## src/rtl/flash_seq_pkg.sv

```systemverilog
package flash_seq_pkg;

  localparam logic [7:0] OP_NULL      = 8'h00;
  localparam logic [7:0] OP_PROG_A    = 8'h10;
  localparam logic [7:0] OP_PROG_B    = 8'h40;
  localparam logic [7:0] OP_ERASE     = 8'h20;
  localparam logic [7:0] OP_CLEAR     = 8'h50;
  localparam logic [7:0] OP_LOCK      = 8'h60;
  localparam logic [7:0] OP_STATUS    = 8'h70;
  localparam logic [7:0] OP_IDENT     = 8'h90;
  localparam logic [7:0] OP_QUERY     = 8'h98;
  localparam logic [7:0] OP_BUFFER    = 8'hE8;
  localparam logic [7:0] OP_CONFIRM   = 8'hD0;
  localparam logic [7:0] OP_LOCK_ALT  = 8'h01;
  localparam logic [7:0] OP_ARRAY     = 8'hFF;
  localparam logic [7:0] OP_ARRAY_ALT = 8'hF0;

  localparam logic [7:0] ST_READY     = 8'h80;
  localparam logic [7:0] ST_ERASE_ERR = 8'h20;
  localparam logic [7:0] ST_PROG_ERR  = 8'h10;

  typedef enum logic [1:0] {
    PH_IDLE, PH_ARG, PH_DATA, PH_CONFIRM
  } phase_t;

  typedef enum logic [2:0] {
    M_ARRAY, M_PROG, M_ERASE, M_LOCK, M_STAT, M_IDENT, M_QUERY, M_BUF
  } mode_t;

endpackage

```

## src/rtl/flash_seq_ctrl.sv

```systemverilog
module flash_seq_ctrl
  import flash_seq_pkg::*;
#(
  parameter int CNT_W = 8
) (
  input  logic             clk,
  input  logic             rst_n,
  input  logic             wr_i,
  input  logic [7:0]       op_i,
  input  logic [CNT_W-1:0] cnt_i,
  input  logic             ro_i,
  output logic             prog_o,
  output logic             erase_o,
  output logic [7:0]       status_o,
  output mode_t            mode_o
);

  phase_t           ph_q, ph_n;
  mode_t            mode_q, mode_n;
  logic [7:0]       stat_q, stat_n;
  logic [CNT_W-1:0] cnt_q, cnt_n;

  always_comb begin
    ph_n    = ph_q;
    mode_n  = mode_q;
    stat_n  = stat_q;
    cnt_n   = cnt_q;
    prog_o  = 1'b0;
    erase_o = 1'b0;
    if (wr_i) begin
      unique case (ph_q)
        PH_IDLE: begin
          case (op_i)
            OP_PROG_A, OP_PROG_B: begin
              mode_n = M_PROG;
              ph_n   = PH_ARG;
            end
            OP_ERASE: begin
              erase_o = !ro_i;
              if (ro_i) stat_n = stat_n | ST_ERASE_ERR;
              stat_n = stat_n | ST_READY;
              mode_n = M_ERASE;
              ph_n   = PH_ARG;
            end
            OP_CLEAR: begin
              stat_n = 8'h00;
              mode_n = M_ARRAY;
            end
            OP_LOCK: begin
              mode_n = M_LOCK;
              ph_n   = PH_ARG;
            end
            OP_STATUS: mode_n = M_STAT;
            OP_IDENT:  mode_n = M_IDENT;
            OP_QUERY: begin
              mode_n = M_QUERY;
              ph_n   = PH_ARG;
            end
            OP_BUFFER: begin
              stat_n = stat_n | ST_READY;
              mode_n = M_BUF;
              ph_n   = PH_ARG;
            end
            default: begin
              mode_n = M_ARRAY;
              ph_n   = PH_IDLE;
            end
          endcase
        end
        PH_ARG: begin
          case (mode_q)
            M_PROG: begin
              prog_o = !ro_i;
              if (ro_i) stat_n = stat_n | ST_PROG_ERR;
              stat_n = stat_n | ST_READY;
              ph_n   = PH_IDLE;
            end
            M_ERASE: begin
              ph_n = PH_IDLE;
              if (op_i == OP_CONFIRM) stat_n = stat_n | ST_READY;
              else mode_n = M_ARRAY;
            end
            M_BUF: begin
              cnt_n = cnt_i;
              ph_n  = PH_DATA;
            end
            M_LOCK: begin
              ph_n = PH_IDLE;
              if (op_i == OP_CONFIRM || op_i == OP_LOCK_ALT) stat_n = stat_n | ST_READY;
              else mode_n = M_ARRAY;
            end
            M_QUERY: begin
              if (op_i == OP_ARRAY) begin
                mode_n = M_ARRAY;
                ph_n   = PH_IDLE;
              end
            end
            default: begin
              mode_n = M_ARRAY;
              ph_n   = PH_IDLE;
            end
          endcase
        end
        PH_DATA: begin
          if (mode_q == M_BUF) begin
            prog_o = !ro_i;
            if (ro_i) stat_n = stat_n | ST_PROG_ERR;
            stat_n = stat_n | ST_READY;
            if (cnt_q == '0) ph_n = PH_CONFIRM;
            cnt_n = cnt_q - 1'b1;
          end else begin
            mode_n = M_ARRAY;
            ph_n   = PH_IDLE;
          end
        end
        PH_CONFIRM: begin
          ph_n = PH_IDLE;
          if (mode_q == M_BUF && op_i == OP_CONFIRM) stat_n = stat_n | ST_READY;
          else mode_n = M_ARRAY;
        end
        default: begin
          mode_n = M_ARRAY;
          ph_n   = PH_IDLE;
        end
      endcase
    end
  end

  always_ff @(posedge clk or negedge rst_n) begin
    if (!rst_n) begin
      ph_q   <= PH_IDLE;
      mode_q <= M_ARRAY;
      stat_q <= ST_READY;
      cnt_q  <= '0;
    end else begin
      ph_q   <= ph_n;
      mode_q <= mode_n;
      stat_q <= stat_n;
      cnt_q  <= cnt_n;
    end
  end

  assign status_o = stat_q;
  assign mode_o   = mode_q;

  p_ready_after_erase_r3: assert property (@(posedge clk) disable iff (!rst_n)
    (wr_i && ph_q == PH_IDLE && op_i == OP_ERASE) |=> stat_q[7]);

  p_clear_to_array_r5: assert property (@(posedge clk) disable iff (!rst_n)
    (wr_i && ph_q == PH_IDLE && op_i == OP_CLEAR) |=> (stat_q == 8'h00 && mode_q == M_ARRAY));

  p_data_phase_owner_r7: assert property (@(posedge clk) disable iff (!rst_n)
    (ph_q == PH_DATA || ph_q == PH_CONFIRM) |-> mode_q == M_BUF);

  p_prog_err_sticky_r4: assert property (@(posedge clk) disable iff (!rst_n)
    (stat_q[4] && !(wr_i && ph_q == PH_IDLE && op_i == OP_CLEAR)) |=> stat_q[4]);

endmodule

```

## src/rtl/flash_seq_store.sv

```systemverilog
module flash_seq_store #(
  parameter int ADDR_W    = 6,
  parameter int BUS_BYTES = 2,
  parameter int SECT_LEN  = 16,
  localparam int DEPTH    = 1 << ADDR_W,
  localparam int BUS_W    = BUS_BYTES * 8,
  localparam int SECT_SH  = $clog2(SECT_LEN)
) (
  input  logic              clk,
  input  logic              rst_n,
  input  logic              prog_i,
  input  logic              erase_i,
  input  logic              ro_i,
  input  logic [ADDR_W-1:0] addr_i,
  input  logic [BUS_W-1:0]  wdata_i,
  output logic [BUS_W-1:0]  word_o
);

  logic [7:0]        mem_q [DEPTH];
  logic [ADDR_W-1:0] base;

  assign base = addr_i & ~ADDR_W'(BUS_BYTES - 1);

  always_ff @(posedge clk or negedge rst_n) begin
    if (!rst_n) begin
      for (int i = 0; i < DEPTH; i++) mem_q[i] <= 8'hFF;
    end else if (erase_i) begin
      for (int i = 0; i < DEPTH; i++)
        if ((ADDR_W'(i) >> SECT_SH) == (addr_i >> SECT_SH)) mem_q[i] <= 8'hFF;
    end else if (prog_i) begin
      for (int b = 0; b < BUS_BYTES; b++)
        mem_q[base + ADDR_W'(b)] <= wdata_i[8*b +: 8];
    end
  end

  always_comb begin
    for (int b = 0; b < BUS_BYTES; b++)
      word_o[8*b +: 8] = mem_q[base + ADDR_W'(b)];
  end

  p_ro_blocks_store_r4: assert property (@(posedge clk) disable iff (!rst_n)
    !(ro_i && (prog_i || erase_i)));

  p_single_store_op_r2: assert property (@(posedge clk) disable iff (!rst_n)
    !(prog_i && erase_i));

endmodule

```

## src/rtl/flash_seq_rdmux.sv

```systemverilog
module flash_seq_rdmux
  import flash_seq_pkg::*;
#(
  parameter int ADDR_W       = 6,
  parameter int BUS_BYTES    = 2,
  parameter int DEV_BYTES    = 1,
  parameter int unsigned MAKER_CODE = 'h89,
  parameter int unsigned PART_CODE  = 'h18,
  localparam int BUS_W = BUS_BYTES * 8,
  localparam int DEV_W = DEV_BYTES * 8,
  localparam int LANES = BUS_BYTES / DEV_BYTES,
  localparam int WSH   = $clog2(BUS_BYTES)
) (
  input  logic              clk,
  input  logic              rst_n,
  input  logic              rd_i,
  input  logic [ADDR_W-1:0] addr_i,
  input  mode_t             mode_i,
  input  logic [7:0]        status_i,
  input  logic [BUS_W-1:0]  word_i,
  output logic [BUS_W-1:0]  rdata_o,
  output logic              rvalid_o
);

  logic [ADDR_W-1:0] woff;
  logic [DEV_W-1:0]  id_lane, qry_lane, st_lane;
  logic [BUS_W-1:0]  id_word, qry_word, st_word, sel;

  assign woff = addr_i >> WSH;

  always_comb begin
    case (int'(woff))
      0:       id_lane = DEV_W'(MAKER_CODE);
      1:       id_lane = DEV_W'(PART_CODE);
      default: id_lane = '0;
    endcase
    case (int'(woff))
      'h10:    qry_lane = DEV_W'(8'h51);
      'h11:    qry_lane = DEV_W'(8'h52);
      'h12:    qry_lane = DEV_W'(8'h59);
      'h13:    qry_lane = DEV_W'(8'h01);
      default: qry_lane = '0;
    endcase
    st_lane = DEV_W'(status_i);
  end

  for (genvar l = 0; l < LANES; l++) begin : g_lane
    assign id_word[l*DEV_W +: DEV_W]  = id_lane;
    assign qry_word[l*DEV_W +: DEV_W] = qry_lane;
    assign st_word[l*DEV_W +: DEV_W]  = st_lane;
  end

  always_comb begin
    case (mode_i)
      M_ARRAY: sel = word_i;
      M_IDENT: sel = id_word;
      M_QUERY: sel = qry_word;
      default: sel = st_word;
    endcase
  end

  always_ff @(posedge clk or negedge rst_n) begin
    if (!rst_n) begin
      rdata_o  <= '0;
      rvalid_o <= 1'b0;
    end else begin
      rvalid_o <= rd_i;
      if (rd_i) rdata_o <= sel;
    end
  end

  p_rvalid_follows_rd_r12: assert property (@(posedge clk) disable iff (!rst_n)
    rd_i |=> rvalid_o);

  p_rvalid_only_after_rd_r12: assert property (@(posedge clk) disable iff (!rst_n)
    !rd_i |=> !rvalid_o);

endmodule

```

## src/rtl/flash_cmd_seq.sv

```systemverilog
module flash_cmd_seq
  import flash_seq_pkg::*;
#(
  parameter int ADDR_W    = 6,
  parameter int BUS_BYTES = 2,
  parameter int DEV_BYTES = 1,
  parameter int SECT_LEN  = 16,
  parameter int unsigned MAKER_CODE = 'h89,
  parameter int unsigned PART_CODE  = 'h18,
  localparam int BUS_W = BUS_BYTES * 8,
  localparam int DEV_W = DEV_BYTES * 8
) (
  input  logic              clk,
  input  logic              rst_n,
  input  logic              rd_en,
  input  logic              wr_en,
  input  logic [ADDR_W-1:0] addr,
  input  logic [BUS_W-1:0]  wdata,
  input  logic              read_only,
  output logic [BUS_W-1:0]  rdata,
  output logic              rvalid
);

  logic             prog, erase;
  logic [7:0]       status;
  mode_t            mode;
  logic [BUS_W-1:0] word;

  flash_seq_ctrl #(.CNT_W(DEV_W)) u_ctrl (
    .clk      (clk),
    .rst_n    (rst_n),
    .wr_i     (wr_en),
    .op_i     (wdata[7:0]),
    .cnt_i    (wdata[DEV_W-1:0]),
    .ro_i     (read_only),
    .prog_o   (prog),
    .erase_o  (erase),
    .status_o (status),
    .mode_o   (mode)
  );

  flash_seq_store #(
    .ADDR_W    (ADDR_W),
    .BUS_BYTES (BUS_BYTES),
    .SECT_LEN  (SECT_LEN)
  ) u_store (
    .clk     (clk),
    .rst_n   (rst_n),
    .prog_i  (prog),
    .erase_i (erase),
    .ro_i    (read_only),
    .addr_i  (addr),
    .wdata_i (wdata),
    .word_o  (word)
  );

  flash_seq_rdmux #(
    .ADDR_W     (ADDR_W),
    .BUS_BYTES  (BUS_BYTES),
    .DEV_BYTES  (DEV_BYTES),
    .MAKER_CODE (MAKER_CODE),
    .PART_CODE  (PART_CODE)
  ) u_rdmux (
    .clk      (clk),
    .rst_n    (rst_n),
    .rd_i     (rd_en),
    .addr_i   (addr),
    .mode_i   (mode),
    .status_i (status),
    .word_i   (word),
    .rdata_o  (rdata),
    .rvalid_o (rvalid)
  );

endmodule

```

## config.mk

```make
export PLATFORM = sky130hd
export DESIGN_NAME = flash_cmd_seq
export DESIGN_NICKNAME = d
export VERILOG_FILES = /design/src/rtl/flash_seq_pkg.sv /design/src/rtl/flash_seq_ctrl.sv /design/src/rtl/flash_seq_store.sv /design/src/rtl/flash_seq_rdmux.sv /design/src/rtl/flash_cmd_seq.sv
export SDC_FILE = /design/constraint.sdc
export NUM_CORES = 1
export LEC_CHECK = 0
export BUFFER_PORTS_ARGS = -buffer_cell sky130_fd_sc_hd__buf_2
export CAP_MARGIN = 20
export CORE_UTILIZATION = 45
export DETAILED_ROUTE_END_ITERATION = 6
export GPL_ROUTABILITY_DRIVEN = 0
export SETUP_SLACK_MARGIN = 0.5
export SLEW_MARGIN = 20
export SYNTH_ARGS = -nofsm -noshare
export SYNTH_HDL_FRONTEND = slang
export SYNTH_SLANG_ARGS = --single-unit
```

## constraint.sdc

```tcl
create_clock -name clk -period 2.3 [get_ports clk]
set_clock_uncertainty 0.15 [all_clocks]
set_input_delay 0.23 -clock clk [delete_from_list [all_inputs] [get_ports clk]]
set_output_delay 0.23 -clock clk [all_outputs]
set_load 0.1 [all_outputs]
```

# [Yosys cells after proc, flatten, opt, wreduce, memory -nomap -nowiden]
# Cells that the tools add are included.
[word_totals] output_inout_bits=17 elab_cells=217 reg_bits=550 in_bits=27
[classes] addsub=2 muxes=54 eq_ne=56 reduce_logical=26 n_lt_le_gt_ge=4 bitwise=3
[ops] operator="512-bit bitwise mux" n=2
[ops] operator="512-bit 2-to-1 mux" n=2
[ops] operator="8-bit 2-to-1 mux" n=16
[ops] operator="8-bit binary-select mux with 6-bit select" n=2
[ops] operator="8-bit demux with 6-bit select" n=2
[ops] operator="16-bit case mux with 3 select lines" n=1
[ops] operator="8-bit case mux with 3 select lines" n=2
[ops] operator="8-bit equality test, second input constant" n=5
[ops] operator="8-bit by 7-bit equality test with 1-bit output, second input constant" n=4
[ops] operator="8-bit case mux with 2 select lines" n=2
[ops] operator="8-bit case mux with 4 select lines" n=1
[ops] operator="7-bit case mux with 4 select lines" n=1
[ops] operator="3-bit case mux with 4 select lines" n=2
[ops] operator="3-bit case mux with 7 select lines" n=1
[ops] operator="5-bit equality test, second input constant" n=4
[ops] operator="2-bit != test, second input constant" n=10
[ops] operator="9-bit AND reduction" n=2
[ops] operator="3-bit 2-to-1 mux" n=5
[ops] operator="3-bit != test, second input constant" n=5
[ops] operator="7-bit greater-or-equal comparator, second input constant" n=2
[ops] operator="7-bit by 1-bit less-than comparator with 1-bit output, second input constant" n=2
[ops] operator="2-bit by 1-bit != test with 1-bit output, second input constant" n=7
[ops] operator="6-bit NOT with 7-bit output" n=2
[ops] operator="7-bit AND reduction" n=2
[ops] operator="36 further kinds" n=61

# [Depth between registers and ports, before layout]
[logic_depth] depth_word=9 ltp_mapped=10 mapped_depth_nobuf=7

# [Hierarchy]
# A second synthesis with hierarchy kept.
[unflattened] hier_cells=2984 area_unflattened_um2=27402.5
[by_module_without_submodules] module="flash_seq_store" cells_per_inst=2707 area_each_um2=24979.0 seq_area_each_um2=13452.9 instances=1
[by_module_without_submodules] module="flash_seq_ctrl" cells_per_inst=182 area_each_um2=1515.2 seq_area_each_um2=401.6 instances=1
[by_module_without_submodules] module="flash_seq_rdmux" cells_per_inst=95 area_each_um2=908.4 seq_area_each_um2=425.4 instances=1

# [Worst setup path before layout]
# Ideal clock, no wire load.
[synth_timing] path_kind="register to register" from="register u_ctrl.ph_q[0]" to="register u_ctrl.ph_q[1]" t_required_ps=2025 path_buffers=0 synth_period_minus_slack_ps=2371 setup_slack_ps=-71 stages_incl_launch_ff=7 setup_time_ps=125 arrival_ps=2096 cell_sequence="dfrtp_1 -> inv_1 -> ha_1 -> or4b_2 -> nor4b_1 -> a211o_1 -> mux2_2"
[synth_via] elab_chain_len=3 elab_cells_between_ends=9 classes_between="eq/ne: 6; mux: 1; reduce/logical: 2"
[synth_rtl] element="from (decl)" line_no="flash_seq_ctrl.sv:18" text="phase_t ph_q, ph_n;"
[synth_rtl] element="from (signal assigned)" line_no="flash_seq_ctrl.sv:136" text="ph_q <= ph_n;"
[synth_rtl] element="2-bit equality test (tied with other cells)" line_no="flash_seq_ctrl.sv:31" text="unique case (ph_q)"
[synth_rtl] element="3-bit != test (no source line) (tied with other cells)"
[synth_rtl] element="4-bit AND reduction (no source line)"
# Several ways; a longest one is shown, not always the timed one.
# A chain may end at the register's enable or synchronous reset.

# [Worst setup path in the final report]
[layout_timing] from="register u_ctrl.ph_q[0]" to="register u_store.mem_q[140] (netlist bit)"
[layout_via] elab_chain_len=5 elab_cells_between_ends=11 classes_between="eq/ne: 3; mux: 5; reduce/logical: 3"
[layout_rtl] element="2-bit equality test (tied with other cells)" line_no="flash_seq_ctrl.sv:31"
[layout_rtl] element="1-bit case mux with 2 select lines or 1-bit 2-to-1 mux (tied branches)" line_no="flash_seq_ctrl.sv:31"
[layout_rtl] element="1-bit 2-to-1 mux" line_no="flash_seq_ctrl.sv:30" text="if (wr_i) begin"
[layout_rtl] element="2-bit nonzero test (no source line) or 2-bit by 1-bit != test with 1-bit output (tied branches)"
[layout_rtl] element="2-bit AND reduction (no source line)"
[layout_rtl] element="to (signal, indexed assignment)" line_no="flash_seq_store.sv:32" text="mem_q[base + ADDR_W'(b)] <= wdata_i[8*b +: 8];"
[layout_rtl] element="to (decl)" line_no="flash_seq_store.sv:19" text="logic [7:0] mem_q [DEPTH];"
# Several ways; a longest one is shown, not always the timed one.

==> impl_metrics.env <==
export IMPL_synth_most_common_cell="nor2_1"
export IMPL_max_slew_margin=0.571
export IMPL_clock_power_share=0.423
export IMPL_finalMaxSlewViolations=0
export IMPL_syn_area_mm2=0.0277
export IMPL_required_ns=2.72
export IMPL_setup_violations_final=16
export IMPL_viasPerCell=6.16
export IMPL_nNetsFinal=3241
export IMPL_worst_ep_arrival_time_ns=2.79
export IMPL_synth_cell_type_count=78
export IMPL_layout_drive_gt1_share=0.381
export IMPL_synth_edff_count=0
export IMPL_grt_max_degree=81
export IMPL_drc=2
export IMPL_status="finished with violations"
export IMPL_seq_power_share=0.466
export IMPL_synth_top_cell_area_share=0.487
export IMPL_ys_seq_elements=545
export IMPL_cts_buffers=58
export IMPL_vdd_drop_max_v=0.000564
export IMPL_port_buffers=42
export IMPL_rsz0062_at_grt="true"
export IMPL_start_util=0.457
export IMPL_period_share=1.03
export IMPL_root_buffer="clkbuf_16"
export IMPL_busiest_layer="met2"
export IMPL_worst_slew_pin_transition_ns=0.644
export IMPL_path_max_fanout=8
export IMPL_ioPinCount=44
export IMPL_combPwrFrac=0.112
export IMPL_cts_sinks=545
export IMPL_die_height_um=250
export IMPL_path_class="register to register"
export IMPL_p_int_mw=16.4
export IMPL_synth_cells=2964
export IMPL_path_clk_slew_ns=0.06
export IMPL_vias=24900
export IMPL_cts_tree="built"
export IMPL_place_area_mm2=0.0307
export IMPL_wl_mm=108
export IMPL_grt_usage=0.332
export IMPL_finalHoldViolations=4
export IMPL_first_global_vias=23500
export IMPL_async_flop_share=1.00
export IMPL_yosys_area_top_type="dfstp_2"
export IMPL_grt_overflow=0
export IMPL_yosys_warnings=0
export IMPL_num_fill_cells=5038
export IMPL_htree_levels=2
export IMPL_setup_ws_ns=-0.0647
export IMPL_regArea_mm2=0.0143
export IMPL_gr_usage_met1=0.448
export IMPL_final_cell_area_mm2=0.0353
export IMPL_p_leak_nw=14.5
export IMPL_cp_start_kind="register"
export IMPL_dp_hpwl_mm=66.3
export IMPL_power_mw=22.3
export IMPL_end_kind="register"
export IMPL_yosysSeqAreaShare=0.516
export IMPL_clk_path_buf_depth=3
export IMPL_grtUsageMet3=0.0694
export IMPL_grt_pass1_wl_mm=154
export IMPL_synthFlopType="dfstp_2"
export IMPL_grt_met2_usage=0.511
export IMPL_p_per_area_mw_per_mm2=631
export IMPL_post_drt_wl_per_cell_um=26.9
export IMPL_swShare=0.263
export IMPL_first_pass_iters=7
export IMPL_max_freq_mhz=423
export IMPL_row_count=90
export IMPL_power_switching_mw=5.87
export IMPL_mappedNetlistNets=2998
export IMPL_maxCapViolCount=0
export IMPL_drtIter0Drc=2855
export IMPL_period_needed_ns=2.36
export IMPL_antenna_found_initial=2
export IMPL_hp_class="input port to asynchronous set/reset pin"
export IMPL_postSynthAreaPerCell_um2=9.34
export IMPL_multi_input_area_mm2=0.0126
export IMPL_final_util=0.582
export IMPL_dieArea_mm2=0.0625
export IMPL_clk_latency_ns=0.65
export IMPL_syn2layout_area_growth_pct=27.4
export IMPL_synth_top_cells_by_count="nor2_1 (846), dfstp_2 (513), a21oi_1 (502), mux2i_1 (257)"
export IMPL_synth_area_leaders="dfstp_2 (49%), nor2_1 (11%), mux2i_1 (9.3%), a21oi_1 (9.1%), o22ai_1 (2.9%)"
export IMPL_violations="design-rule violations, negative hold slack, negative setup slack"
export IMPL_r2r_cells=11
export IMPL_core_area_mm2=0.0606
export IMPL_ant_nets=0
export IMPL_hold_worst_slack_ns=-0.0275
export IMPL_fp_dieW_um=250
placed cells by master (no fill, tap or decap), drive strengths merged, types with 6 or more instances in the layout:
cell type / synthesis / layout
nor2: 846 / 846
dfstp: 513 / 513
a21oi: 507 / 507
buf: 206 / 436
mux2i: 257 / 257
o22ai: 130 / 130
clkbuf: 78 / 104
nor3: 94 / 94
nand4: 33 / 33
dfrtp: 32 / 32
o21ai: 32 / 32
nor4: 31 / 31
nand2: 30 / 30
dlygate4sd3: 0 / 18
inv: 12 / 17
a2bb2oi: 15 / 15
nand3: 14 / 14
a221o: 11 / 11
clkinv: 2 / 11
or4: 10 / 10
nand3b: 7 / 7
nand4bb: 7 / 7
ha: 7 / 7
nand4b: 6 / 6
a31oi: 6 / 6
nor3b: 6 / 6
mux2: 6 / 6
or4b: 6 / 6
layer usage:
| layer | wire length [um] | up-vias |
|---|---|---|
| li1 | - | 10800 |
| met1 | 42900 | 12300 |
| met2 | 48100 | 1415 |
| met3 | 11400 | 329 |
| met4 | 6000 | 2 |
| met5 | 11 | - |
power groups by stage:
stage,sequential [mW],clock [mW],combinational [mW]
after floorplan,10.5,0,1.24
after global placement,10.5,0,2.23
after detailed placement,10.5,0,2.28
after CTS,10.3,9.45,2.39
after global routing,10.4,9.89,2.65
final,10.4,9.41,2.49
final timing paths:
kind,startpoint,endpoint,slack (ns)
worst max register to register,u_ctrl.ph_q[0],u_store.mem_q[140],-0.06
worst min register to register,u_store.mem_q[155],u_store.mem_q[155],0.34
max in group asynchronous,rst_n,u_store.mem_q[244],1.03
worst min-delay path,rst_n,u_ctrl.cnt_q[1],-0.03
min in group clk,wdata[1],u_store.mem_q[185],0.03
worst max-delay path,u_ctrl.ph_q[0],u_store.mem_q[140],-0.06
what timing repair did:
item / in CTS / in global routing
hold endpoints to repair: 179 / 0
hold buffers: 18 / 0
gates cloned: 25 / 14
pin swaps: 23 / 85
setup buffers: 44 / 16
resized for setup: 80 / 174
endpoints found under the setup margin: 560 / 560
sequential cells by signal, indices dropped and copies added (netlist names):
signal / count
u_store.mem_q: 512
u_ctrl.mode_o: 3
u_ctrl.cnt_q: 8
u_rdmux.rdata_o: 16
u_rdmux.rvalid_o: 1
u_ctrl.ph_q: 2
u_ctrl.status_o: 3
worst max-delay path, stage by stage (launching register included):
cell	delay (ns)
dfrtp_1	0.40
inv_4	0.06
ha_4	0.17
and3b_2	0.25
and3_4	0.21
buf_12	0.15
nor4_4	0.23
buf_6	0.19
buf_12	0.11
buf_16	0.15
nor3_1	0.05
a21oi_1	0.15
final cells by class:
class	count	area share
Sequential cell	545	0.405
Antenna cell	1	0.0000709
Clock buffer	92	0.0487
Timing Repair Buffer	467	0.155
Inverter	14	0.00170
Clock inverter	16	0.00458
Multi-Input combinational cell	2121	0.358
Tap cell	782	0.0277
kinds of logic (layout without fill, tap and decap cells):
logic type / count (synthesis) / in the layout / synth area share
simple gates: 1122 / 1122 / 0.180
compound gates: 725 / 725 / 0.146
flops: 545 / 545 / 0.516
buf+inv: 298 / 589 / 0.0567
mux: 265 / 265 / 0.0970
fa+ha+maj: 7 / 7 / 0.00316
xor+xnor: 2 / 2 / 0.000633
other cells: 0 / 1 / 0
stage by stage:
step,std cells,setup slack (ns),TNS (ns)
floorplan,2964,0.217,0
detailed placement,3812,-0.470,-4.71
global route,4038,-0.0834,-4.74
CTS,4007,0.0198,0
finish,4038,-0.0647,-0.371
global placement,3812,-0.448,-2.98
(Power assumes the default switching activity.)
